$ cat src/rtl/tpfu_pkg.sv
package tpfu_pkg;
  localparam int SEL_W = 3;

  typedef enum logic [SEL_W-1:0] {
    FN_ADD  = 3'd0,
    FN_SUB  = 3'd1,
    FN_XOR  = 3'd2,
    FN_AND  = 3'd3,
    FN_SHL  = 3'd4,
    FN_SHR  = 3'd5,
    FN_POP  = 3'd6,
    FN_BREV = 3'd7
  } fn_e;
endpackage

$ cat src/rtl/tpfu_cfg_reg.sv
module tpfu_cfg_reg
  import tpfu_pkg::*;
#(
  parameter int ID_W = 11
) (
  input  logic            clk,
  input  logic            rst_n,
  input  logic            we,
  input  logic [ID_W-1:0] wr_id,
  input  logic [SEL_W-1:0] wr_sel,
  output logic            held_valid,
  output logic [ID_W-1:0] held_id,
  output fn_e             held_fn
);
  // Identifier, valid flag and selector are loaded together; reset clears the flag.
  always_ff @(posedge clk or negedge rst_n) begin
    if (!rst_n) begin
      held_valid <= 1'b0;
      held_id    <= '0;
      held_fn    <= FN_ADD;
    end else if (we) begin
      held_valid <= 1'b1;
      held_id    <= wr_id;
      held_fn    <= fn_e'(wr_sel);
    end
  end
endmodule

$ cat src/rtl/tpfu_tag_cmp.sv
module tpfu_tag_cmp #(
  parameter int ID_W = 11
) (
  input  logic            held_valid,
  input  logic [ID_W-1:0] held_id,
  input  logic [ID_W-1:0] req_id,
  output logic            hit
);
  logic [ID_W-1:0] diff;

  // Bitwise difference reduced so that every identifier bit counts.
  always_comb begin
    diff = held_id ^ req_id;
    hit  = held_valid && (diff == '0);
  end
endmodule

$ cat src/rtl/tpfu_func_core.sv
module tpfu_func_core
  import tpfu_pkg::*;
#(
  parameter int DATA_W = 32
) (
  input  fn_e               fn,
  input  logic [DATA_W-1:0] a,
  input  logic [DATA_W-1:0] b,
  output logic [DATA_W-1:0] y
);
  localparam int SH_W   = $clog2(DATA_W);
  localparam int CNT_W  = $clog2(DATA_W + 1);
  localparam int NBYTES = DATA_W / 8;

  logic [CNT_W-1:0]  pop_cnt;
  logic [DATA_W-1:0] brev;
  logic [SH_W-1:0]   sh_amt;

  // Byte reversal is pure wiring, one slice per byte lane.
  for (genvar g = 0; g < NBYTES; g++) begin : g_brev
    assign brev[8*g +: 8] = a[8*(NBYTES-1-g) +: 8];
  end

  always_comb begin
    pop_cnt = '0;
    for (int i = 0; i < DATA_W; i++) begin
      pop_cnt = pop_cnt + CNT_W'(a[i]);
    end
  end

  assign sh_amt = b[SH_W-1:0];

  always_comb begin
    unique case (fn)
      FN_ADD:  y = a + b;
      FN_SUB:  y = a - b;
      FN_XOR:  y = a ^ b;
      FN_AND:  y = a & b;
      FN_SHL:  y = a << sh_amt;
      FN_SHR:  y = a >> sh_amt;
      FN_POP:  y = DATA_W'(pop_cnt);
      FN_BREV: y = brev;
      default: y = '0;
    endcase
  end
endmodule

$ cat src/rtl/tpfu_unit.sv
module tpfu_unit
  import tpfu_pkg::*;
#(
  parameter int ID_W   = 11,
  parameter int DATA_W = 32
) (
  input  logic              clk,
  input  logic              rst_n,
  input  logic              iss_valid,
  output logic              iss_ready,
  input  logic [ID_W-1:0]   iss_id,
  input  logic [DATA_W-1:0] iss_a,
  input  logic [DATA_W-1:0] iss_b,
  output logic              res_valid,
  output logic [DATA_W-1:0] res_data,
  output logic              fault,
  input  logic              cfg_we,
  input  logic [ID_W-1:0]   cfg_id,
  input  logic [SEL_W-1:0]  cfg_sel
);
  logic            held_valid;
  logic [ID_W-1:0] held_id;
  fn_e             held_fn;
  logic            hit;
  logic            accept;
  logic [DATA_W-1:0] core_y;

  tpfu_cfg_reg #(.ID_W(ID_W)) u_cfg (
    .clk       (clk),
    .rst_n     (rst_n),
    .we        (cfg_we),
    .wr_id     (cfg_id),
    .wr_sel    (cfg_sel),
    .held_valid(held_valid),
    .held_id   (held_id),
    .held_fn   (held_fn)
  );

  tpfu_tag_cmp #(.ID_W(ID_W)) u_cmp (
    .held_valid(held_valid),
    .held_id   (held_id),
    .req_id    (iss_id),
    .hit       (hit)
  );

  tpfu_func_core #(.DATA_W(DATA_W)) u_core (
    .fn(held_fn),
    .a (iss_a),
    .b (iss_b),
    .y (core_y)
  );

  // A load in progress holds off issue so no instruction sees a half-changed configuration.
  assign iss_ready = !cfg_we;
  assign accept    = iss_valid && iss_ready;
  assign res_valid = accept && hit;
  assign fault     = accept && !hit;
  assign res_data  = res_valid ? core_y : '0;
endmodule

$ cat config.mk
export PLATFORM = sky130hd
export DESIGN_NAME = tpfu_unit
export DESIGN_NICKNAME = d
export VERILOG_FILES = /design/src/rtl/tpfu_pkg.sv /design/src/rtl/tpfu_cfg_reg.sv /design/src/rtl/tpfu_tag_cmp.sv /design/src/rtl/tpfu_func_core.sv /design/src/rtl/tpfu_unit.sv
export SDC_FILE = /design/constraint.sdc
export NUM_CORES = 1
export LEC_CHECK = 0
export ABC_AREA = 1
export BUFFER_PORTS_ARGS = -buffer_cell sky130_fd_sc_hd__clkbuf_2
export CAP_MARGIN = 15
export CORE_MARGIN = 3
export CORE_UTILIZATION = 40
export CTS_CLUSTER_SIZE = 24
export DETAILED_ROUTE_END_ITERATION = 8
export SLEW_MARGIN = 0
export SYNTH_ARGS = -nofsm -noshare
export SYNTH_HDL_FRONTEND = slang
export SYNTH_HIERARCHICAL = 1
export SYNTH_SLANG_ARGS = --single-unit
$ cat constraint.sdc
create_clock -name clk -period 7.06 [get_ports clk]
set_input_delay 0.706 -clock clk [delete_from_list [all_inputs] [get_ports clk]]
set_output_delay 0.706 -clock clk [all_outputs]
set_load 0.02 [all_outputs]
* After elaboration in Yosys (flattened, before gate mapping)
Cells that the tools add are included.
** Word-level totals
- Register bits after elaboration :: 15
- Bits of input ports :: 93
- Output and inout port bits :: 35
- Word-level logic and storage cells :: 58
** Cells by class
- Add/subtract/negate cells :: 33
- Equal/unequal tests :: 7
- Shifts and indexed selects :: 2
- Multiplexer cells :: 2
- Bitwise logic cells :: 3
- Reduce and logical (&&, ||, !) cells :: 8
** Operator list (count)
- case mux 32 bit (8 select lines) :: 1
- adder 6 x 1 -> 6 bit :: 30
- adder 32 bit :: 1
- bitwise AND 32 bit :: 1
- two-way mux 32 bit :: 1
- << shifter 32 x 5 -> 32 bit :: 1
- right shift 32 x 5 -> 32 bit :: 1
- subtractor 32 bit :: 1
- bitwise XOR 32 bit :: 1
- == test 3 bit (second input constant) :: 4
- zero test 11 bit :: 1
- bitwise XOR 11 bit :: 1
- == test 3 x 2 -> 1 bit (second input constant) :: 2
- logical AND 1 bit :: 4
- == test 3 x 1 -> 1 bit (second input constant) :: 1
- zero test 3 bit :: 1
- adder 1 x 1 -> 2 bit :: 1
- zero test 1 bit :: 2

* Depth between registers and ports, before layout
Gate-level depths: netlist of the first run.
- Word-level depth :: 33
- Depth in mapped cells :: 28
- Depth with buffers taken out :: 25

* Cells and area by module
The synthesis of the first run kept the hierarchy.
** By module, submodules not included
- tpfu_func_core :: instances 1, cells an instance 1669, area each 8604.5 µm², sequential area each 0.0 µm²
- tpfu_cfg_reg :: instances 1, cells an instance 61, area each 561.8 µm², sequential area each 375.4 µm²
- tpfu_unit :: instances 1, cells an instance 72, area each 379.1 µm², sequential area each 0.0 µm²
- tpfu_tag_cmp :: instances 1, cells an instance 51, area each 214.0 µm², sequential area each 0.0 µm²

* Worst setup path before layout of the first run
No wires, ideal clock.
- Kind :: input-to-output
- From :: in iss_a[0]
- To :: out res_data[1]
- Data arrival time :: 5.089 ns
- Data required time :: 6.354 ns
- Path slack :: 1.265 ns
- Cell stages on the path :: 18
- Buffers on the path :: 0
- Cells stage by stage :: inv_1 > fa_1 > fa_1 > fa_1 > fa_1 > fa_1 > fa_1 > inv_1 > ha_1 > inv_1 > fa_1 > nor2_1 > a21oi_1 > o2111ai_1 > nor2_1 > a21oi_1 > inv_1 > nor2_1
** Between the ends
- Word-level cells in the longest chain between the ends :: 33
- Elaborated cells on any way between the ends :: 37
- Classes of those cells :: 33 x add/sub; 2 x shift; 2 x mux
** Ends and longest elaborated chain
- start: declaration :: line tpfu_unit.sv:12 : input logic [DATA_W-1:0] iss_a,
- adder 1 x 1 -> 2 bit :: line tpfu_func_core.sv:27 : pop_cnt = pop_cnt + CNT_W'(a[i]);
- adder 6 x 1 -> 6 bit (30 in series) :: line tpfu_func_core.sv:27
- case mux 32 bit (8 select lines) (*) :: line tpfu_func_core.sv:34 : unique case (fn)
- net core_y[1] :: line tpfu_unit.sv:26 : logic [DATA_W-1:0] core_y;
- two-way mux 32 bit (*) :: line tpfu_unit.sv:58 : assign res_data = res_valid ? core_y : '0;
- end: declaration :: line tpfu_unit.sv:15 : output logic [DATA_W-1:0] res_data,
Mark *: on every way through the listed nets, which the timed path passes. The rest lies on a longest branch.

* Worst setup path after layout of the first run
- From :: in iss_a[25]
- To :: out res_data[1]
** Between the ends
- Word-level cells in the longest chain between the ends :: 9
- Elaborated cells on any way between the ends :: 11
- Classes of those cells :: 7 x add/sub; 2 x shift; 2 x mux
** Ends and longest elaborated chain (line)
- adder 6 x 1 -> 6 bit (7 in series) :: tpfu_func_core.sv:27
- case mux 32 bit (8 select lines) (*) :: tpfu_func_core.sv:34
- net core_y[1] :: tpfu_unit.sv:26
- two-way mux 32 bit (*) :: tpfu_unit.sv:58
Marked as above.

==> qor.csv, run 1 <==
stage;metric;value;unit
outcome;status;finished, final reports clean;
clock_tree;postCtsHoldBufs;0;
synthesis;yosys-top-cells-area;nand2_1, nand3_1, inv_1;
synthesis;synth_top_family_by_area;simple AND/OR/NAND/NOR gates;
timing;worst_slack;656;ps
setup_path;critPathKind;input port to primary output;
setup_path;required;6350;ps
timing;slew_headroom;15.9;%
global_route;grt_usage;33.9;%
min_path;hp-class;input port to asynchronous set/reset pin;
power_and_ir_drop;total_power;0.00159;W
clock_tree;cts_buffers;3;
run;max_cap_viol_count;0;
synthesis;syn-cell-area;9760;µm²
synthesis;syn_nets;2043;
global_route;grt_pass1_vias;11700;
setup_path;cp-start-kind;input port;
timing;period_share;90.7;%
timing;slew_viol_final;0;
clock_tree;h-tree-depth;1;
timing;setup-tns-final;0;ps
route;ant_nets;0;
clock_tree;root_buffer;clkbuf_16;
route;drt_iter0_drc;1921;
global_route;overflow;0;
synthesis;synth-simple-area-share;54.3;%
setup_path;end_kind;primary output;
clock_tree;cts_sinks;15;
clock_tree;clk_pin_slew_worst_paths;50;ps
global_route;grt_pass1_wl;69200;µm
synthesis;synth_ff_type;dfrtp_1;
synthesis;ys_types;50;
synthesis;yosys_warnings;6;
timing;fin_crit;6400;ps
timing;max_freq;0.156;GHz
synthesis;synth-edff-count;0;
power_and_ir_drop;p_per_area;151;nW/µm²
timing;finalSetupViolCount;0;
route;drc_errors;0;
timing;skew;0;ps
synthesis;synth-xor-area-share;3.68;%
route;vias;12900;
power_and_ir_drop;leakagePower;6.13;nW
place;place_hpwl;37500;µm
setup_path;arrival;5700;ps
place;portBuffers;127;
synthesis;yosysSeqAreaShare;3.85;%
synthesis;synth_top_cell_by_area;nand2_1;
floorplanning;ios;128;
synthesis;async_flop_share;100;%
timing;worst_slew_pin_slew;1260;ps
place;pre_cts_ws;742;ps
route;routed_wl;45800;µm
synthesis;synthCells;1853;
synthesis;ys_ff_latch;15;
setup_path;critPathMaxFanout;5;
cells_and_area;syn2layout_area_growth;8.05;%
synthesis;synth_fa_ha_area_share;14.4;%
clock_tree;worstSkewPairLatency;250;ps
clock_tree;cts_tree;done;
route;firstDrtPassIters;8;
place;place.gp.congestion;1.09;
synthesis;yosysTopAreaCellShare;25.5;%
floorplanning;rows;56;
clock_tree;cts_resized;0;
synthesis;synthTopCellsByCount;nand2_1, nand3_1, inv_1;
power_and_ir_drop;ir_drop;0.000193;V
route;vias_per_cell;5.73;
timing;rsz0062_at_grt;false;
global_route;grt_antenna_before_repair;0;
clock_tree;cts.path.max_buffers;2;
clock_tree;cts_setup_buffers;0;
global_route;grt_max_degree;58;
synthesis;yosys-mux-area-fraction;0;%
synthesis;postSynthAreaPerCell;5.27;µm²
floorplanning;core;23800;µm²
cells_and_area;antennaDiodeCount;0;
synthesis;synth_most_common_cell;nand2_1;
floorplanning;die_w;162;µm
cells_and_area;layout.nets;2116;
floorplanning;fp.dieH;162;µm
floorplanning;fp.dieArea;26300;µm²
timing;hold_viol_final;0;
cells_and_area;drive_above_1_share;10.9;%
floorplanning;start_util;41.1;%
route;routedWlPerCell;20.4;µm
synthesis;synth_compound_area_share;8.68;%
routing by layer:
layer  up-vias  routed length [µm]  global-route usage [%]  share of wire, %
met2       978               19100                    52.0                42
met5         -                   0                       0                 0
met3       130                5370                    4.11                12
li1       6083                   -                       -                 -
met1      5672               19100                    48.6                42
met4         0                2210                    12.3               4.8
through the flow:
step                instance area, µm²  utilization, %  hold slack [ps]  instances
floorplan                         9760               -              410       1853
global placement                 10500            44.1              449       2240
detailed placement               10500            44.1              455       2240
CTS                              10500            44.4              384       2244
global route                     10500            44.4              395       2244
finish                           10500            44.4              368       2244
layout by cell type (no fill, tap or decap), drive strengths merged, types with 8 or more instances in the layout:
master and n:
ha 72, o211ai 12, nor3 15, inv 275
nand2 667, a21oi 55, nand3 343, dfrtp 15
fa 25, o21ai 34, clkbuf 130, xor2 36
a22oi 19, nor2 143, nand4 21, buf 12
and2 8
registers in the layout, summed over array words and instances (netlist names):
register	count
u_cfg/held_valid	1
u_cfg/held_fn	3
u_cfg/held_id	11
layout make-up:
cell class / instances / area [µm²]
Timing Repair Buffer: 139 / 726
Fill cell: 2706 / 13200
Inverter: 276 / 1040
Tap cell: 319 / 399
Sequential cell: 15 / 375
Clock buffer: 3 / 75.1
Clock inverter: 1 / 5.00
Multi-Input combinational cell: 1491 / 7920
power by group:
group | total [W] | switching [W] | internal, W
clock | 0.000111 | 0.0000356 | 0.0000757
sequential | 0.000101 | 0.00000766 | 0.0000933
combinational | 0.00138 | 0.000911 | 0.000469
total | 0.00159 | 0.000954 | 0.000638
cells by family after synthesis:
logic type / after synthesis
adders and majority gates: 97
AOI/OAI and AO/OA: 141
and+or+nand+nor: 1212
buffers and inverters: 347
DFF: 15
xor gates and xnor gates: 41
path summary, 6_finish.rpt:
| path | start | endpoint | cells after the start | slack, ps |
|---|---|---|---|---|
| worst min-delay path | rst_n | u_cfg/held_id[8] | 1 | 370 |
| worst max-delay path | iss_a[25] | res_data[1] | 20 | 660 |
| max in group asynchronous | rst_n | u_cfg/held_id[5] | 1 | 6410 |
| min in group clk | u_cfg/held_valid | u_cfg/held_valid | 1 | 470 |
| worst min register to register | u_cfg/held_valid | u_cfg/held_valid | 1 | 470 |
| worst max register to register | u_cfg/held_fn[2] | u_cfg/held_fn[2] | 2 | 6280 |
worst max-delay path, stage by stage:
cell       delay, ps
clkbuf_2         140
inv_1            220
fa_1             510
fa_1             570
fa_1             440
fa_1             550
fa_1             470
fa_1             510
inv_1             50
ha_1             180
inv_1             70
fa_1             420
nor2_1           110
a21oi_1           50
o2111ai_1        100
nor2_1            70
a21oi_1          170
inv_1             50
nor2_1           110
clkbuf_2         200
Note: power is estimated with default switching activity, not from simulation.
==> run 2, diff against run 1 <==
--- a/config.mk
+++ b/config.mk
@@ -12,6 +12,7 @@
 export CORE_UTILIZATION = 40
 export CTS_CLUSTER_SIZE = 24
 export DETAILED_ROUTE_END_ITERATION = 8
+export RECOVER_POWER = 100
 export SLEW_MARGIN = 0
 export SYNTH_ARGS = -nofsm -noshare
 export SYNTH_HDL_FRONTEND = slang
==> run 2 against run 1 <==
  * The flow now finishes with violations (max-capacitance violations, max-slew violations)
  * Die area stayed put
  * Via count is 0.80% lower
  * Total power grew 0.21%
  * Fmax down 1.4%
  * First-iteration DRC count decreased by 1.4%
  * Clock power hardly changed
  * Routed wire length hardly changed
  * Setup slack worse by 91 ps
  * Critical path depth unchanged
  * Clock skew unchanged
  * Cell count is the same
  * Largest power group unchanged
==> qor.csv, run 2 (synthesis results as in run 1) <==
stage;metric;value;unit;change
route;firstDrtPassIters;8;;unchanged
cells_and_area;layout.nets;2116;;unchanged
power_and_ir_drop;total_power;0.00160;W;+0.21%
global_route;grt_pass1_wl;69200;µm;unchanged
floorplanning;start_util;41.1;%;unchanged
clock_tree;cts.path.max_buffers;2;;unchanged
cells_and_area;drive_above_1_share;8.99;%;-1.9 points
route;vias;12800;;-0.80%
timing;max_freq;0.154;GHz;-1.4%
power_and_ir_drop;leakagePower;6.02;nW;-1.8%
outcome;status;finished, violations left;;
setup_path;critPathKind;input port to primary output;;
route;routedWlPerCell;20.4;µm;about the same
clock_tree;cts_setup_buffers;0;;unchanged
setup_path;timing.rr.end;u_cfg/held_fn[2];;
power_and_ir_drop;p_seq_share;6.3;%;about the same
place;place.gp.congestion;1.09;;unchanged
global_route;overflow;0;;unchanged
timing;rsz0062_at_grt;false;;
global_route;grt_pass1_vias;11700;;unchanged
place;portBuffers;127;;unchanged
setup_path;r2r_start;u_cfg/held_fn[2];;
cells_and_area;largest_register_ffs;11;;unchanged
cells_and_area;top_regs;u_cfg/held_id: 11 flops, u_cfg/held_fn: 3 flops, u_cfg/held_valid: 1 flops;;
power_and_ir_drop;comb_power_share;86.7;%;about the same
timing;worst_slew_pin_slew;1950;ps;+694 ps
floorplanning;fp.dieH;162;µm;unchanged
timing;skew;0;ps;unchanged
clock_tree;worstSkewPairLatency;250;ps;about the same
timing;slew_headroom;-30.5;%;-46 points
setup_path;critPathMaxFanout;5;;unchanged
clock_tree;cts_tree;done;;
power_and_ir_drop;p_per_area;152;nW/µm²;+0.73%
min_path;hold_path.startpoint;u_cfg/held_valid;;
clock_tree;cts_resized;0;;unchanged
power_and_ir_drop;p_int;0.000639;W;about the same
global_route;grt_antenna_before_repair;0;;unchanged
clock_tree;cts_sinks;15;;unchanged
setup_path;r2r_cells;2;;unchanged
setup_path;end_kind;primary output;;
timing;slew_viol_final;34;;+34
floorplanning;ios;128;;unchanged
cells_and_area;syn2layout_area_growth;7.49;%;
cells_and_area;fillCellCount;2720;;+0.52%
run;max_cap_viol_count;1;;+1
power_and_ir_drop;clock_power_share;7.0;%;about the same
floorplanning;rows;56;;unchanged
route;ant_nets;0;;unchanged
cells_and_area;antennaDiodeCount;0;;unchanged
floorplanning;core;23800;µm²;unchanged
min_path;hp-class;flip-flop to flip-flop;;
power_and_ir_drop;swShare;60.0;%;about the same
floorplanning;fp.dieArea;26300;µm²;unchanged
setup_path;rrSetupSlack;6280;ps;about the same
clock_tree;postCtsHoldBufs;0;;unchanged
min_path;min_path_cells;1;;
timing;period_share;92.0;%;+1.3 points
setup_path;arrival;5790;ps;+90 ps
cells_and_area;final_cell_mix;nand2_1, nand3_1, inv_1;;
power_and_ir_drop;ir_drop;0.000195;V;+0.63%
cells_and_area;top_register;u_cfg/held_id;;
route;routed_wl;45800;µm;about the same
timing;hold_viol_final;0;;unchanged
global_route;grt_max_degree;58;;unchanged
power_and_ir_drop;switching_power;0.000957;W;+0.29%
floorplanning;die_w;162;µm;unchanged
timing;fin_crit;6490;ps;+91.0 ps
outcome;violations;max-capacitance violations, max-slew violations;;
route;drc_errors;0;;unchanged
route;vias_per_cell;5.69;;-0.80%
global_route;grt_usage;33.9;%;unchanged
setup_path;required;6350;ps;about the same
timing;setup-tns-final;0;ps;unchanged
cells_and_area;layout_commonest_cell;nand2_1;;
clock_tree;h-tree-depth;1;;unchanged
clock_tree;root_buffer;clkbuf_16;;
min_path;min_to;u_cfg/held_valid;;
setup_path;cp-start-kind;input port;;
clock_tree;cts_buffers;3;;unchanged
timing;finalSetupViolCount;0;;unchanged
place;place_hpwl;37500;µm;unchanged
clock_tree;clk_pin_slew_worst_paths;50;ps;about the same
route;drt_iter0_drc;1895;;-1.4%
[run 2: cell type report]
type                            instances  area (µm²)  share of cell area [%]
Clock buffer                            3        75.1                   0.716
Clock inverter                          1        5.00                  0.0477
Inverter                              276        1040                    9.92
Multi-Input combinational cell       1491        7910                    75.4
Sequential cell                        15         375                    3.58
Tap cell                              319         399                    3.80
Timing Repair Buffer                  139         686                    6.54
[run 2: power groups by stage]
stage	logic, W	registers, W	clock network, W
6_report	0.00138	0.000101	0.000111
3_3_place_gp	0.00132	0.000102	0
3_5_place_dp	0.00134	0.000102	0
4_1_cts	0.00135	0.000101	0.000113
5_1_grt	0.00154	0.000102	0.000117
2_1_floorplan	0.000954	0.0000993	0
[run 2: layer usage]
| layer | GRT usage [%] | up-vias | wire length [µm] |
|---|---|---|---|
| li1 | - | 6074 | - |
| met1 | 48.6 | 5633 | 19200 |
| met2 | 52.0 | 935 | 19100 |
| met3 | 4.11 | 118 | 5320 |
| met4 | 12.3 | 0 | 2160 |
| met5 | 0 | - | 0 |
[run 2: per-stage QoR]
step | setup WS, ps | util, % | std cells | instance area, µm² | hold slack (ps)
floorplan | 1270 | - | 1853 | 9760 | 410
global placement | 738 | 44.1 | 2240 | 10500 | 449
detailed placement | 742 | 44.1 | 2240 | 10500 | 455
CTS | 701 | 44.4 | 2244 | 10500 | 384
global route | 358 | 44.2 | 2244 | 10500 | 511
finish | 565 | 44.2 | 2244 | 10500 | 469
[run 2: worst max-delay path, cell delays in order]
cell       delay [ps]
clkbuf_2          130
inv_1             230
fa_1              510
fa_1              580
fa_1              450
fa_1              550
fa_1              470
fa_1              510
inv_1              50
ha_1              180
inv_1              70
fa_1              420
nor2_1            120
a21oi_1            50
o2111ai_1         100
nor2_1             70
a21oi_1           170
inv_1              50
nor2_1            110
clkbuf_1          270
[run 2: how the worst max path moves through the flow]
stage,startpoint,to,slack [ps]
5_1_grt,iss_a[1],res_data[1],360
2_1_floorplan,iss_a[0],res_data[1],1270
3_3_place_gp,iss_a[25],res_data[1],740
3_5_place_dp,iss_a[0],res_data[1],740
4_1_cts,iss_a[0],res_data[1],700
6_report,iss_a[25],res_data[1],570
